<file path="config.mk">
export PLATFORM = sky130hd
export DESIGN_NAME = carrier_qam_mapper
export DESIGN_NICKNAME = d
export VERILOG_FILES = /design/src/rtl/qmap_pkg.sv /design/src/rtl/qmap_load_table.sv /design/src/rtl/qmap_axis.sv /design/src/rtl/carrier_qam_mapper.sv
export SDC_FILE = /design/constraint.sdc
export NUM_CORES = 1
export LEC_CHECK = 0
export BUFFER_PORTS_ARGS = -buffer_cell sky130_fd_sc_hd__buf_4
export CAP_MARGIN = 30
export CORE_AREA = 2 2 152 154
export DETAILED_ROUTE_END_ITERATION = 8
export DIE_AREA = 0 0 154 156
export PLACE_DENSITY = 0.66
export SYNTH_ARGS = -nofsm -noshare
export SYNTH_HDL_FRONTEND = slang
export SYNTH_HIERARCHICAL = 1
export SYNTH_SLANG_ARGS = --single-unit
</file>
<file path="constraint.sdc">
create_clock -name clk -period 10.5 [get_ports clk]
set_input_delay 3.15 -clock clk [delete_from_list [all_inputs] [get_ports clk]]
set_output_delay 3.15 -clock clk [all_outputs]
set_load 0.05 [all_outputs]
</file>
<file path="src/rtl/qmap_pkg.sv">
package qmap_pkg;

    // Modulation code stored per carrier
    typedef enum logic [2:0] {
        LD_NONE  = 3'd0,
        LD_BPSK  = 3'd1,
        LD_QPSK  = 3'd2,
        LD_QAM16 = 3'd3,
        LD_QAM64 = 3'd4
    } load_code_e;

    // Mapper control states
    typedef enum logic [1:0] {
        ST_IDLE,
        ST_GATHER,
        ST_EMIT
    } map_state_e;

    localparam int MAX_BITS = 6;

    // Bits consumed by one carrier for a given code
    function automatic logic [2:0] bits_for(logic [2:0] code);
        case (code)
            3'd1:    return 3'd1;
            3'd2:    return 3'd2;
            3'd3:    return 3'd4;
            3'd4:    return 3'd6;
            default: return 3'd0;
        endcase
    endfunction

    // Integer square root (floor), used for elaboration-time scale units
    function automatic longint isqrt(longint x);
        longint r;
        longint t;
        r = 0;
        for (int b = 31; b >= 0; b--) begin
            t = r | (longint'(1) << b);
            if (t * t <= x) r = t;
        end
        return r;
    endfunction

endpackage

</file>
<file path="src/rtl/qmap_load_table.sv">
module qmap_load_table
    import qmap_pkg::*;
#(
    parameter int NC = 48,
    parameter int AW = 6
) (
    input  logic          clk,
    input  logic          rst_n,
    input  logic          wr_allow,
    input  logic          wr_en,
    input  logic [AW-1:0] wr_addr,
    input  logic [2:0]    wr_code,
    input  logic [AW-1:0] rd_addr,
    output logic [2:0]    rd_code
);

    logic [NC-1:0][2:0] ent;
    logic               wr_legal;

    assign wr_legal = (wr_code <= 3'd4) && (int'(wr_addr) < NC);

    always_ff @(posedge clk) begin
        if (!rst_n) begin
            for (int k = 0; k < NC; k++) ent[k] <= 3'(LD_QPSK);
        end else if (wr_allow && wr_en && wr_legal) begin
            ent[wr_addr] <= wr_code;
        end
    end

    always_comb begin
        rd_code = 3'(LD_NONE);
        if (int'(rd_addr) < NC) rd_code = ent[rd_addr];
    end

    // Table contents frozen while a symbol is in flight
    assert_table_frozen_R10: assert property (@(posedge clk) disable iff (!rst_n)
        !wr_allow |=> $stable(ent));

    // Out-of-range codes never land
    assert_bad_code_dropped_R11: assert property (@(posedge clk) disable iff (!rst_n)
        (wr_en && wr_code > 3'd4) |=> $stable(ent));

endmodule

</file>
<file path="src/rtl/qmap_axis.sv">
module qmap_axis
    import qmap_pkg::*;
#(
    parameter int OUT_W = 12
) (
    input  logic                    en,
    input  logic [2:0]              code,
    input  logic [2:0]              gbits,
    output logic signed [OUT_W-1:0] val
);

    localparam longint AMP     = longint'(1) << (OUT_W - 2);
    localparam longint K_BPSK  = AMP;
    localparam longint K_QPSK  = (isqrt(4 * AMP * AMP / 2) + 1) / 2;
    localparam longint K_QAM16 = (isqrt(4 * AMP * AMP / 10) + 1) / 2;
    localparam longint K_QAM64 = (isqrt(4 * AMP * AMP / 42) + 1) / 2;
    localparam int     PW      = OUT_W + 5;

    logic [2:0]              bin;
    logic signed [4:0]       span;
    logic signed [4:0]       lvl;
    logic signed [OUT_W-1:0] unit;
    logic signed [PW-1:0]    prod;

    // Gray field to binary, then binary to odd level
    always_comb begin
        bin  = 3'd0;
        span = 5'sd0;
        unit = '0;
        case (code)
            LD_BPSK: begin
                bin  = {2'b00, gbits[0]};
                span = 5'sd1;
                unit = OUT_W'(K_BPSK);
            end
            LD_QPSK: begin
                bin  = {2'b00, gbits[0]};
                span = 5'sd1;
                unit = OUT_W'(K_QPSK);
            end
            LD_QAM16: begin
                bin  = {1'b0, gbits[1], gbits[1] ^ gbits[0]};
                span = 5'sd3;
                unit = OUT_W'(K_QAM16);
            end
            LD_QAM64: begin
                bin  = {gbits[2], gbits[2] ^ gbits[1], gbits[2] ^ gbits[1] ^ gbits[0]};
                span = 5'sd7;
                unit = OUT_W'(K_QAM64);
            end
            default: begin
                bin  = 3'd0;
                span = 5'sd0;
                unit = '0;
            end
        endcase
        lvl  = $signed({1'b0, bin, 1'b0}) - span;
        prod = PW'(lvl) * PW'(unit);
        val  = en ? prod[OUT_W-1:0] : '0;

        if (en && code != 3'(LD_NONE) && code <= 3'd4) begin
            assert_level_odd_R5: assert (lvl[0] == 1'b1);
            assert_level_span_R5: assert (lvl <= span && lvl >= -span);
        end
    end

endmodule

</file>
<file path="src/rtl/carrier_qam_mapper.sv">
module carrier_qam_mapper
    import qmap_pkg::*;
#(
    parameter int NUM_CARRIERS = 48,
    parameter int OUT_W        = 12,
    localparam int CIDX_W      = $clog2(NUM_CARRIERS)
) (
    input  logic                    clk,
    input  logic                    rst_n,
    input  logic                    cfg_we,
    input  logic [CIDX_W-1:0]       cfg_addr,
    input  logic [2:0]              cfg_code,
    input  logic                    bit_valid,
    input  logic                    bit_data,
    output logic                    bit_ready,
    output logic                    sym_valid,
    input  logic                    sym_ready,
    output logic signed [OUT_W-1:0] sym_i,
    output logic signed [OUT_W-1:0] sym_q,
    output logic [CIDX_W-1:0]       sym_idx,
    output logic                    sym_last
);

    localparam logic [CIDX_W-1:0] LAST_IDX = CIDX_W'(NUM_CARRIERS - 1);

    map_state_e              state;
    map_state_e              state_nxt;
    logic [CIDX_W-1:0]       idx;
    logic [2:0]              cnt;
    logic [MAX_BITS-1:0]     shreg;
    logic [2:0]              cur_code;
    logic [2:0]              need;
    logic                    at_last;
    logic                    take_bit;
    logic [2:0]              ax_bits [2];
    logic                    ax_en   [2];
    logic signed [OUT_W-1:0] ax_val  [2];

    // Loading table, writable only between symbols
    qmap_load_table #(
        .NC (NUM_CARRIERS),
        .AW (CIDX_W)
    ) u_table (
        .clk      (clk),
        .rst_n    (rst_n),
        .wr_allow (state == ST_IDLE),
        .wr_en    (cfg_we),
        .wr_addr  (cfg_addr),
        .wr_code  (cfg_code),
        .rd_addr  (idx),
        .rd_code  (cur_code)
    );

    assign need     = bits_for(cur_code);
    assign at_last  = (idx == LAST_IDX);
    assign take_bit = (state == ST_GATHER) && (need != 3'd0) && bit_valid;

    // State register
    always_ff @(posedge clk) begin
        if (!rst_n) state <= ST_IDLE;
        else        state <= state_nxt;
    end

    // Transitions
    always_comb begin
        state_nxt = state;
        unique case (state)
            ST_IDLE: begin
                if (bit_valid) state_nxt = ST_GATHER;
            end
            ST_GATHER: begin
                if (need == 3'd0)                          state_nxt = ST_EMIT;
                else if (bit_valid && (cnt + 3'd1 == need)) state_nxt = ST_EMIT;
            end
            ST_EMIT: begin
                if (sym_ready) state_nxt = at_last ? ST_IDLE : ST_GATHER;
            end
            default: state_nxt = ST_IDLE;
        endcase
    end

    // Carrier index, bit count and bit shift register
    always_ff @(posedge clk) begin
        if (!rst_n) begin
            idx   <= '0;
            cnt   <= 3'd0;
            shreg <= '0;
        end else begin
            unique case (state)
                ST_IDLE: begin
                    cnt <= 3'd0;
                end
                ST_GATHER: begin
                    if (take_bit) begin
                        shreg <= {shreg[MAX_BITS-2:0], bit_data};
                        cnt   <= cnt + 3'd1;
                    end
                end
                ST_EMIT: begin
                    if (sym_ready) begin
                        cnt <= 3'd0;
                        idx <= at_last ? '0 : idx + 1'b1;
                    end
                end
                default: cnt <= 3'd0;
            endcase
        end
    end

    // Split gathered bits into I and Q fields (first half is I)
    always_comb begin
        ax_bits[0] = 3'd0;
        ax_bits[1] = 3'd0;
        ax_en[0]   = 1'b0;
        ax_en[1]   = 1'b0;
        case (cur_code)
            LD_BPSK: begin
                ax_bits[0] = {2'b00, shreg[0]};
                ax_en[0]   = 1'b1;
            end
            LD_QPSK: begin
                ax_bits[0] = {2'b00, shreg[1]};
                ax_bits[1] = {2'b00, shreg[0]};
                ax_en[0]   = 1'b1;
                ax_en[1]   = 1'b1;
            end
            LD_QAM16: begin
                ax_bits[0] = {1'b0, shreg[3:2]};
                ax_bits[1] = {1'b0, shreg[1:0]};
                ax_en[0]   = 1'b1;
                ax_en[1]   = 1'b1;
            end
            LD_QAM64: begin
                ax_bits[0] = shreg[5:3];
                ax_bits[1] = shreg[2:0];
                ax_en[0]   = 1'b1;
                ax_en[1]   = 1'b1;
            end
            default: begin
                ax_en[0] = 1'b0;
                ax_en[1] = 1'b0;
            end
        endcase
    end

    // One level/scale unit per axis
    for (genvar ax = 0; ax < 2; ax++) begin : g_axis
        qmap_axis #(
            .OUT_W (OUT_W)
        ) u_axis (
            .en    (ax_en[ax]),
            .code  (cur_code),
            .gbits (ax_bits[ax]),
            .val   (ax_val[ax])
        );
    end

    // Outputs
    always_comb begin
        sym_valid = (state == ST_EMIT);
        sym_last  = (state == ST_EMIT) && at_last;
        bit_ready = (state == ST_GATHER) && (need != 3'd0);
        sym_idx   = idx;
        sym_i     = ax_val[0];
        sym_q     = ax_val[1];
    end

    assert_hold_under_stall_R8: assert property (@(posedge clk) disable iff (!rst_n)
        (sym_valid && !sym_ready) |=> (sym_valid && $stable(sym_i) && $stable(sym_q) && $stable(sym_idx)));

    assert_wait_for_token_R9: assert property (@(posedge clk) disable iff (!rst_n)
        (state == ST_GATHER && need != 3'd0 && !bit_valid) |=> (state == ST_GATHER && $stable(cnt) && $stable(shreg)));

    assert_count_bound_R2: assert property (@(posedge clk) disable iff (!rst_n)
        (state == ST_GATHER && need != 3'd0) |-> (cnt < need));

    assert_zero_carrier_R3: assert property (@(posedge clk) disable iff (!rst_n)
        (sym_valid && cur_code == 3'(LD_NONE)) |-> (sym_i == '0 && sym_q == '0));

    assert_index_order_R7: assert property (@(posedge clk) disable iff (!rst_n)
        (sym_valid && sym_ready && !sym_last) |=> (sym_idx == $past(sym_idx) + 1'b1));

endmodule

</file>
==> flow_metrics.py <==
metrics = {
    "critical_path": {
        "worst_ep_arrival_time_ns": 7.39,
        "slowest_delay_ns": 0.53,
        "worstPathMaxFanout": 6,
        "crit_start": "sym_idx[0]$_SDFFE_PN0P_",
        "rr_endpoint": "cnt[2]$_SDFFE_PN0P_",
        "rr_startpoint": "sym_idx[0]$_SDFFE_PN0P_",
        "worst-setup-path-type": "reg2out",
        "r2r_cells": 12,
        "cpMostUsedCell": "inv_1",
        "crit_required_ns": 7.35,
        "start_kind": "flop",
        "cp-end-kind": "output pin",
        "reg2reg_slack_ns": 6.64,
        "crit_slowest_cell": "fa_1",
    },
    "routing": {
        "drtAntennaViolNets": 0,
        "firstDrtPassIters": 5,
        "drt-met1-wl_um": 12300,
        "num_vias": 8479,
        "route.met3.wl_um": 1150,
        "wl_met2_um": 12500,
        "routed_wl_um": 26400,
        "routed.top_layer": "met4",
        "route.detailed.drc": 0,
        "wl_per_cell_um": 17.5,
        "vias_per_cell": 5.64,
        "drt-initial-drc-count": 527,
    },
    "pwr": {
        "p_int_mw": 1.13,
        "clockPowerShare_pct": 34.0,
        "seq_power_share_pct": 36.3,
        "leakagePower_nw": 5.00,
        "power_switching_uw": 572,
        "sw_frac_of_total_pct": 33.7,
        "p_comb_share_pct": 29.6,
        "irDropWorstVdd_mv": 0.131,
        "p_per_area_nw_per_um2": 132,
    },
    "global_route": {
        "grt.total_usage_pct": 22.3,
        "grt_overflow": 0,
        "first_global_vias": 8424,
        "grt_max_degree": 92,
        "grt_pass1_wl_um": 43200,
        "antenna_found_initial": 0,
    },
    "clocking": {
        "cts_sinks": 161,
        "h-tree-depth": 4,
        "clk_path_buf_depth": 2,
        "clk_latency_ns": 0.42,
        "cts_tree": "built",
        "cts_root_buf": "clkbuf_16",
        "cts_buffers": 17,
        "path_clk_slew_ns": 0.07,
    },
    "status": {
        "violations": "negative setup slack",
        "outcome": "complete, but fails checks",
    },
    "cells_and_area": {
        "layout-drive-gt1-share_pct": 24.1,
        "layout.nets": 1304,
        "antennaDiodeCount": 0,
        "area_growth_pct": 16.9,
        "utilization_pct": 57.7,
    },
    "synthesis": {
        "post-synth-top-area-cell": "dfxtp_1",
        "synth_edf_count": 0,
        "synth_most_common_cell": "mux2i_1",
        "yosys_register_bits": 161,
        "synth.yosys.seq_area_share_pct": 29.2,
        "async_reset_ff_share_pct": 0,
        "synth.cell_area_um2": 11000,
        "yosys_warnings": 6,
        "synth_area_leaders": "dfxtp_1 29%, mux2i_1 15%, nor2b_1 6.2%",
        "synth_cells": 1149,
        "synth_nets": 1246,
        "synthDistinctLibCells": 80,
        "synth_top_flop_cell": "dfxtp_1",
        "synth_commonest_cells": "166 x mux2i_1, 161 x dfxtp_1, 110 x nor2b_1",
        "avgSynthCellArea_um2": 9.61,
        "synth_top_area_share_pct": 29.2,
    },
    "hold_path": {
        "hold_end": "u_table/ent[31]$_SDFFE_PN1P_",
        "hold_start": "u_table/ent[31]$_SDFFE_PN1P_",
        "worstHoldPathCells": 2,
        "worstHoldPathType": "reg2reg",
    },
    "timing": {
        "slew_violations": 0,
        "tns_ns": -0.0972,
        "layout_setup_ws_ns": -0.0391,
        "min_period_ns": 10.54,
        "hold_violations": 0,
        "tightestPinTransition_ns": 0.901,
        "setup_violations": 3,
        "rsz0062_at_grt": "yes",
        "skew_ns": 0.0115,
        "slew_headroom_pct": 39.8,
        "fin_crit_sh_pct": 100,
        "fmax_mhz": 94.9,
    },
    "placement": {
        "io_buffers": 45,
        "hpwlAfterDp_um": 17500,
        "gp_congestion": 0.853,
    },
    "flow_run": {
        "drv_cap": 0,
    },
    "floorplan": {
        "initial_core_util_pct": 49.4,
        "core_area_um2": 22400,
        "die_width_um": 154,
        "die-area_um2": 24000,
        "fp-row-count": 55,
        "ios": 48,
        "die_y_um": 156,
    },
}
==> stage by stage <==
step                      power [mW]  hold slack, ns  setup WS [ns]  cell area (um2)  instances
final                           1.70           0.475        -0.0391            12900       1504
after global placement          1.07           0.448          0.195            11700       1440
after CTS                       1.68           0.473         0.0121            12700       1494
after floorplan                0.967           0.436        0.00193            11100       1149
after detailed placement        1.07           0.456         0.0543            11700       1440
after global routing            1.77           0.492         -0.417            12900       1504
==> cells by family (layout without fill, tap and decap cells) <==
| family | Yosys count | in the layout | share of synthesized area [%] |
|---|---|---|---|
| mux | 200 | 200 | 21.6 |
| other cells | 2 | 2 | 0.0680 |
| compound gates | 124 | 124 | 7.34 |
| xor+xnor | 36 | 36 | 2.86 |
| buf+inv | 144 | 214 | 5.92 |
| flops | 161 | 161 | 29.2 |
| fa+ha+maj | 83 | 83 | 11.6 |
| simple gates | 399 | 399 | 21.5 |
==> cell usage in the layout, fill, tap and decap left out, types with 7 or more instances in the layout <==
master / synthesis / final
o21ai_1: 7 / 12
clkbuf_16: 0 / 17
xnor2_1: 29 / 23
and2_1: 30 / 25
buf_6: 8 / 7
inv_2: 4 / 9
fa_1: 32 / 29
and3_1: 12 / 11
nor2b_1: 110 / 108
a21oi_1: 33 / 26
nand2b_1: 10 / 10
dfxtp_1: 161 / 158
a21oi_2: 3 / 9
buf_4: 4 / 92
o21ai_0: 20 / 13
nor2_1: 42 / 39
mux2i_1: 166 / 162
nand2_1: 92 / 90
nor3_1: 9 / 8
mux4_2: 30 / 30
xor2_1: 7 / 7
a21boi_0: 10 / 9
ha_1: 50 / 43
nor3_2: 25 / 26
inv_1: 64 / 57
nand3_1: 26 / 26
==> flip-flops by register name, indices dropped and copies added, names as in the netlist <==
signal and count:
shreg 6, state 2, u_table/ent 144, sym_idx 6, cnt 3
==> how the worst max path moves through the flow <==
stage | endpoint | slack [ns]
after floorplan | sym_q[10] | 0.002
after global placement | sym_q[10] | 0.19
after detailed placement | sym_q[10] | 0.05
after CTS | sym_i[10] | 0.01
after global routing | sym_i[10] | -0.42
final | sym_i[10] | -0.04
==> per-layer routing <==
layer	vias up	global-route usage (%)
li1	4085	-
met1	4127	30.4
met2	233	36.7
met3	34	4.03
met4	0	5.96
met5	-	0
==> worst max-delay path, delay by kind of cell (launching register included) <==
family | cells | cell delay, ns
DFF | 1 | 0.43
and+or+nand+nor | 6 | 0.85
buffers and inverters | 8 | 0.74
adders and majority gates | 6 | 2.09
AOI/OAI and AO/OA | 12 | 1.99
muxes | 2 | 0.73
xor gates and xnor gates | 1 | 0.13
==> power by group through the flow <==
stage | registers (mW) | logic [mW] | clock network, mW
final | 0.617 | 0.503 | 0.578
after global routing | 0.617 | 0.539 | 0.609
after CTS | 0.617 | 0.476 | 0.587
after detailed placement | 0.631 | 0.439 | 0
after global placement | 0.631 | 0.438 | 0
after floorplan | 0.630 | 0.337 | 0
==> area by class of cell <==
cell class              instances  area (um2)
multi-input cells             844        7460
repair buffers                112        1040
inverters                      71         277
clock inverters                13         105
flip-flops and latches        161        3230
clock buffers                  18         429
fillers                      1947        9460
well taps                     285         357
==> repair_timing <==
| action | in CTS | in global routing |
|---|---|---|
| hold buffers | 0 | 0 |
| pin swaps | 25 | 47 |
| setup buffers | 20 | 10 |
| setup endpoints to repair | 8 | 10 |
| resized for setup | 48 | 46 |
| cloned | 3 | 0 |
(Power assumes the default switching activity.)
